## src/rtl/hsmon_pkg.sv

```systemverilog
package hsmon_pkg;
  localparam int NUM_RULES      = 7;
  localparam int E_INACK_EARLY  = 0;
  localparam int E_INACK_DROP   = 1;
  localparam int E_OUTREQ_ORDER = 2;
  localparam int E_OUTACK_EMPTY = 3;
  localparam int E_RTZ_IN       = 4;
  localparam int E_RTZ_OUT      = 5;
  localparam int E_FWD          = 6;
  localparam int NUM_TIMERS     = 3;
  localparam int NUM_ORDER      = 4;
  typedef logic [NUM_RULES-1:0] err_vec_t;
endpackage

```

## src/rtl/hs_edge_sampler.sv

```systemverilog
module hs_edge_sampler #(
  parameter int W = 4
) (
  input  logic         clk,
  input  logic         rst,
  input  logic [W-1:0] sig,
  output logic [W-1:0] rise,
  output logic [W-1:0] fall
);
  logic [W-1:0] prev_q;

  always_ff @(posedge clk) begin
    if (rst) prev_q <= '0;
    else     prev_q <= sig;
  end

  assign rise = sig & ~prev_q;
  assign fall = ~sig & prev_q;
endmodule

```

## src/rtl/hs_order_rules.sv

```systemverilog
module hs_order_rules
  import hsmon_pkg::*;
(
  input  logic                 clk,
  input  logic                 rst,
  input  logic                 in_req,
  input  logic                 out_ack,
  input  logic                 in_ack_rise,
  input  logic                 in_ack_fall,
  input  logic                 out_req_rise,
  input  logic                 out_req_fall,
  input  logic                 out_ack_rise,
  output logic [NUM_ORDER-1:0] viol
);
  logic item_q;

  // one item slot: filled by an upstream acknowledge, drained by a downstream one
  always_ff @(posedge clk) begin
    if (rst) item_q <= 1'b0;
    else     item_q <= in_ack_rise | (item_q & ~out_ack_rise);
  end

  always_comb begin
    viol    = '0;
    viol[0] = in_ack_rise & ~in_req;
    viol[1] = in_ack_fall & in_req;
    viol[2] = (out_req_fall & ~out_ack) | (out_req_rise & out_ack);
    viol[3] = out_ack_rise & ~item_q;
  end
endmodule

```

## src/rtl/hs_deadline_timer.sv

```systemverilog
module hs_deadline_timer #(
  parameter int CW = 8
) (
  input  logic          clk,
  input  logic          rst,
  input  logic [CW-1:0] limit,
  input  logic          start,
  input  logic          done,
  output logic          expire
);
  logic          armed_q;
  logic [CW-1:0] cnt_q;

  assign expire = armed_q & ~done & (cnt_q == CW'(1));

  always_ff @(posedge clk) begin
    if (rst) begin
      armed_q <= 1'b0;
      cnt_q   <= '0;
    end else if (!armed_q) begin
      if (start && !done && (limit != '0)) begin
        armed_q <= 1'b1;
        cnt_q   <= limit;
      end
    end else if (done || expire) begin
      armed_q <= 1'b0;
      cnt_q   <= '0;
    end else begin
      cnt_q <= cnt_q - CW'(1);
    end
  end
endmodule

```

## src/rtl/hs_stage_monitor.sv

```systemverilog
module hs_stage_monitor
  import hsmon_pkg::*;
#(
  parameter int CW = 8
) (
  input  logic                 clk,
  input  logic                 rst,
  input  logic                 in_req,
  input  logic                 in_ack,
  input  logic                 out_req,
  input  logic                 out_ack,
  input  logic [CW-1:0]        rtz_lim_in,
  input  logic [CW-1:0]        rtz_lim_out,
  input  logic [CW-1:0]        fwd_lim,
  output logic [NUM_RULES-1:0] err_flags,
  output logic                 err_any
);
  localparam int NW = 4;

  logic [NW-1:0]         wires, rise, fall;
  logic [NUM_ORDER-1:0]  order_viol;
  logic [CW-1:0]         t_lim   [NUM_TIMERS];
  logic [NUM_TIMERS-1:0] t_start, t_done, t_exp;
  err_vec_t              hits, flags_q, flags_d;
  logic                  any_q;

  // wire order: 0 in_req, 1 in_ack, 2 out_req, 3 out_ack
  assign wires = {out_ack, out_req, in_ack, in_req};

  hs_edge_sampler #(.W(NW)) u_edges (
    .clk  (clk),
    .rst  (rst),
    .sig  (wires),
    .rise (rise),
    .fall (fall)
  );

  hs_order_rules u_order (
    .clk          (clk),
    .rst          (rst),
    .in_req       (in_req),
    .out_ack      (out_ack),
    .in_ack_rise  (rise[1]),
    .in_ack_fall  (fall[1]),
    .out_req_rise (rise[2]),
    .out_req_fall (fall[2]),
    .out_ack_rise (rise[3]),
    .viol         (order_viol)
  );

  // timer 0: upstream return to zero, 1: downstream, 2: forwarding
  assign t_lim[0]   = rtz_lim_in;
  assign t_lim[1]   = rtz_lim_out;
  assign t_lim[2]   = fwd_lim;
  assign t_start[0] = in_req & in_ack;
  assign t_done[0]  = ~in_req & ~in_ack;
  assign t_start[1] = out_req & out_ack;
  assign t_done[1]  = ~out_req & ~out_ack;
  assign t_start[2] = rise[1];
  assign t_done[2]  = rise[2];

  for (genvar g = 0; g < NUM_TIMERS; g++) begin : g_timer
    hs_deadline_timer #(.CW(CW)) u_tmr (
      .clk    (clk),
      .rst    (rst),
      .limit  (t_lim[g]),
      .start  (t_start[g]),
      .done   (t_done[g]),
      .expire (t_exp[g])
    );
  end

  always_comb begin
    hits                 = '0;
    hits[E_INACK_EARLY]  = order_viol[0];
    hits[E_INACK_DROP]   = order_viol[1];
    hits[E_OUTREQ_ORDER] = order_viol[2];
    hits[E_OUTACK_EMPTY] = order_viol[3];
    hits[E_RTZ_IN]       = t_exp[0];
    hits[E_RTZ_OUT]      = t_exp[1];
    hits[E_FWD]          = t_exp[2];
    flags_d              = flags_q | hits;
  end

  always_ff @(posedge clk) begin
    if (rst) begin
      flags_q <= '0;
      any_q   <= 1'b0;
    end else begin
      flags_q <= flags_d;
      any_q   <= |flags_d;
    end
  end

  assign err_flags = flags_q;
  assign err_any   = any_q;
endmodule

```

## config.mk

```make
export PLATFORM = sky130hd
export DESIGN_NAME = hs_stage_monitor
export DESIGN_NICKNAME = d
export VERILOG_FILES = /design/src/rtl/hsmon_pkg.sv /design/src/rtl/hs_edge_sampler.sv /design/src/rtl/hs_order_rules.sv /design/src/rtl/hs_deadline_timer.sv /design/src/rtl/hs_stage_monitor.sv
export SDC_FILE = /design/constraint.sdc
export NUM_CORES = 1
export LEC_CHECK = 0
export BUFFER_PORTS_ARGS = -buffer_cell sky130_fd_sc_hd__buf_2
export CORE_UTILIZATION = 47
export CTS_CLUSTER_DIAMETER = 30
export CTS_CLUSTER_SIZE = 24
export DETAILED_ROUTE_END_ITERATION = 6
export MAX_ROUTING_LAYER = met4
export PLACE_DENSITY = 0.66
export SLEW_MARGIN = 20
export SYNTH_ARGS = -nofsm -noshare
export SYNTH_HDL_FRONTEND = slang
export SYNTH_SLANG_ARGS = --single-unit
```

## constraint.sdc

```tcl
create_clock -name clk -period 2.2 [get_ports clk]
set_input_delay 0.44 -clock clk [delete_from_list [all_inputs] [get_ports clk]]
set_output_delay 0.44 -clock clk [all_outputs]
set_load 0.05 [all_outputs]
```

# Yosys cells after proc, flatten, opt, wreduce, memory -nomap -nowiden
# Index checks and enable logic that the tools add are counted.
# Widths: inputs -> output; s select.
[classes] n_addsub=3 eq_ne=3 muxes=18 bitwise=32 reduce_logical=19
[op_table] op="$mux 8" count=9
[op_table] op="$eq 8x1->1 const B" count=3
[op_table] op="$reduce_bool 8->1" count=3
[op_table] op="$sub 8x1->8 const B" count=3
[op_table] op="$and 1x1->1" count=16
[op_table] op="$mux 1" count=9
[op_table] op="$not 1->1" count=9
[op_table] op="$or 7x7->7" count=1
[op_table] op="$reduce_or 7->1" count=1
[op_table] op="$logic_and 1x1->1" count=6
[op_table] op="$reduce_bool 2->1" count=3
[op_table] op="$and 4x4->4" count=1
[op_table] op="$not 4->4" count=1
[op_table] op="$and 3x3->3" count=1
[op_table] op="$logic_not 1->1" count=3
[op_table] op="$logic_or 1x1->1" count=3
[op_table] op="$not 3->3" count=1
[op_table] op="$or 1x1->1" count=2
[totals] regBits=40 elab_cells=85

# Depth between registers and ports, before layout
[depth] depth_word=8 mapped_depth=7 mapped_depth_nobuf=6

# Cells and area by module
# A second synthesis with hierarchy kept.
[hier_totals] cells_unflattened=289 hier_area_um2=2348.5
[by_module_without_submodules] mod="hs_deadline_timer" instances=3 cells_per_inst=78 area_per_inst_um2=614.3 seq_area_each_um2=180.2
[by_module_without_submodules] mod="hs_stage_monitor" instances=1 cells_per_inst=31 area_per_inst_um2=284.0 seq_area_each_um2=160.2
[by_module_without_submodules] mod="hs_edge_sampler" instances=1 cells_per_inst=16 area_per_inst_um2=155.1 seq_area_each_um2=80.1
[by_module_without_submodules] mod="hs_order_rules" instances=1 cells_per_inst=8 area_per_inst_um2=66.3 seq_area_each_um2=20.0

# Worst setup path after synthesis
# OpenSTA, ideal clock, no wires.
[synth_timing] kind="flip-flop to flip-flop" from="register g_timer[0].u_tmr.cnt_q[0]" to="register g_timer[0].u_tmr.cnt_q[6]" arrival_ps=1612 slack_ps=456 stages_incl_launch_ff=7 synth_period_minus_slack_ps=1744 cell_sequence="dfxtp_1 -> inv_1 -> ha_1 -> or3b_2 -> or3_1 -> a22oi_2 -> o32ai_1"
[synth_between] elab_chain_cells=5
[synth_rtl] element="start, declared" line_no="hs_deadline_timer.sv:12" source="logic [CW-1:0] cnt_q;"
[synth_rtl] element="start signal, assigned" line_no="hs_deadline_timer.sv:23" source="cnt_q <= limit;"
[synth_rtl] element="start signal, assigned" line_no="hs_deadline_timer.sv:29" source="cnt_q <= cnt_q - CW'(1);"
[synth_rtl] element="branches (longest 3 deep; another with $sub 8x1->8)"
[synth_rtl] element="$mux 8 (*)" line_no="hs_deadline_timer.sv:25" source="end else if (done || expire) begin"
[synth_rtl] element="$mux 8 (*)" line_no="hs_deadline_timer.sv:20" source="end else if (!armed_q) begin"
# Every way passes the cells marked *.
# A chain may end at the register's enable or synchronous reset.

# Worst setup path after layout
[layout_timing] from="register g_timer[0].u_tmr.cnt_q[1]" to="register g_timer[0].u_tmr.cnt_q[6]"
# Same word-level chain as after synthesis.

==> impl_metrics.toml <==
[final_layout]
n_antenna_cell = 0
fin_area_sq_um = 2610
area_growth_pct = 15.6
drive_gt1_frac = 0.199
final_util = 0.583
fin_nets = 351

[power]
power.share.sequential = 0.453
p_int_mw = 1.21
combinationalPowerShare = 0.291
cellLeakagePower_nw = 1.06
clock_power_share = 0.257
swShare = 0.330
total_power_mw = 1.80
irDropWorstVdd_uv = 453
p_per_area_nw_per_um2 = 692
p_sw_uw = 595

[floorplanning]
pin_count = 38
die_area_sq_um = 5080
num_rows = 24
die_h_microns = 71.3
start_util = 0.504
die_w_microns = 71.3
core-area_sq_um = 4470

[synthesis]
syn_area_sq_um = 2250
yosysTopAreaCell = "dfxtp_1"
ys_seq_area_frac = 0.346
async_reset_ff_frac = 0
synth_ff_type = "dfxtp_1"
yosys_warnings = 0
avgSynthCellArea_sq_um = 8.26
synth_edf_count = 0
synth_top_area_share = 0.346
syn_inst = 273
synth-seq-cells = 39
synthTopCellsByArea = "dfxtp_1, o32ai_1, nand2_1"
synth_nets = 309
yosysUniqueCellTypes = 47

[run_status]
violations = "design-rule violations"
status = "complete, but fails checks"

[detailed_routing]
viasPerCell = 6.18
route.detailed.drc = 3
postRouteAntennaNets = 0
drt_iter0_drc = 278
firstDrtPassIters = 6
route.detailed.wl_per_inst_microns = 15.7
wl_mm = 5.78
num_vias = 2274

[sta]
timing.setup.tns_ps = 0
worst_pin_slew_ps = 971
period_share = 0.850
slew_headroom = 0.353
hold_violations = 0
fmax_mhz = 534
final-max-slew-violation-count = 0
finalSetupViolCount = 0
rsz0062_at_grt = "no"
fin_skew_ps = 8.80
layout_min_cycle_time_ps = 1870

[critical_path]
crit_fanout = 4
required_ps = 2370
critPathCaptureType = "flop"
startpoint_type = "flop"
critical_path_class = "flop to flop"
crit_arrival_ps = 2040

[place]
numPortBuffers = 37
routabilityCongestion = 0.966
placed_area_sq_um = 2530
place_hpwl_mm = 4.29

[grt]
antenna_found_initial = 0
busiest_layer = "met1"
grt_max_degree = 38
grt_overflow = 0
grt_pass1_wl_mm = 9.80
grtUsageMet3 = 0.0408
grtUsageMet1 = 0.361
grt_pass1_vias = 2107
grt_util_met2 = 0.354
track_usage = 0.252

[clocking]
clk_pin_slew_ps = 80
cts_hold_buffers = 0
cts_buffers = 5
cts_root_buf = "clkbuf_8"
cts_max_path_buffers = 2
cts_setup_buffers = 0
clkLatencyLatePin_ps = 290
cts_tree = "done"
htree_levels = 2
ctsResizeCount = 0
clock-sinks = 39

[run]
max_cap_viol_count = 0

[min_path]
min_path_type = "primary input to flop"
## state kept, by name, indices dropped and copies added, names as in the netlist
name / cells
g_timer.u_tmr.armed_q: 3
err_flags: 7
u_edges.prev_q: 3
err_any: 1
u_order.item_q: 1
g_timer.u_tmr.cnt_q: 24
## synthesized netlist by cell type, types with 2 or more instances
library cell,n
dfxtp_1,39
nand2_1,27
nor2_1,27
inv_1,20
o32ai_1,16
a22oi_1,10
a2bb2oi_1,10
clkbuf_1,10
nor4_1,10
a32oi_1,9
a21oi_1,8
nand3_1,7
nor3_1,7
a31oi_1,6
ha_1,6
nand2b_1,5
nor2b_1,5
nor3b_1,5
o21ai_0,5
a211oi_1,4
a221oi_1,3
a22oi_2,3
nor4_2,3
a211o_1,2
a21o_1,2
o21a_1,2
or3_1,2
## stage by stage
step | worst slack (ps) | std cells | hold WS (ps)
after floorplan | 456 | 273 | 453
after global placement | 274 | 360 | 472
after detailed placement | 229 | 360 | 480
after CTS | 326 | 368 | 416
after global routing | 232 | 368 | 433
final | 329 | 368 | 422
## metal layers
metal | wire length (microns) | part of all wire
met4 | 53 | 0.0092
met3 | 328 | 0.057
met2 | 2480 | 0.43
met1 | 2920 | 0.51
met5 | 0 | 0
## cells by family after synthesis
group / Yosys count / share of synthesized area
mux: 1 / 0.00444
buf+inv: 33 / 0.0588
flops: 39 / 0.346
compound gates: 90 / 0.319
simple gates: 104 / 0.239
fa+ha+maj: 6 / 0.0333
## critical path, stage by stage, from the launching register on
cell	delay (ps)
dfxtp_1	340
inv_1	130
ha_1	220
or3b_2	490
or3_1	330
a22oi_2	150
o32ai_1	100
## path summary, 6_finish.rpt
check / end / cells past startpoint / startpoint / slack [ps]
min: u_edges.prev_q[2] / 2 / out_req / 420
min reg2reg: err_flags[4] / 2 / err_flags[4] / 490
max reg2reg: g_timer[0].u_tmr.cnt_q[6] / 6 / g_timer[0].u_tmr.cnt_q[1] / 330
max: g_timer[0].u_tmr.cnt_q[6] / 6 / g_timer[0].u_tmr.cnt_q[1] / 330
## area by class of cell
cell class	instances	area [sq um]
fillers	424	1870
clock inverters	1	5.00
clock buffers	7	76.3
repair buffers	47	260
multi-input cells	201	1340
flip-flops and latches	39	781
inverters	21	78.8
well taps	52	65.1
## layout by cell type (no fill, tap or decap), types with 6 or more instances in the layout
cell and n:
a21oi_1 8, a22oi_1 10, a2bb2oi_1 10, a31oi_1 6, a32oi_1 9, buf_2 37
buf_4 10, dfxtp_1 39, ha_1 6, inv_1 20, nand2_1 27, nand3_1 7
nor2_1 27, nor3_1 7, nor4_1 10, o32ai_1 16
## power groups by stage
stage | clock (mW) | combinational, mW | sequential, mW
floorplan | 0 | 0.354 | 0.845
global placement | 0 | 0.519 | 0.832
detailed placement | 0 | 0.518 | 0.831
CTS | 0.477 | 0.521 | 0.816
global route | 0.509 | 0.582 | 0.826
finish | 0.463 | 0.525 | 0.816
(Power assumes the default switching activity.)
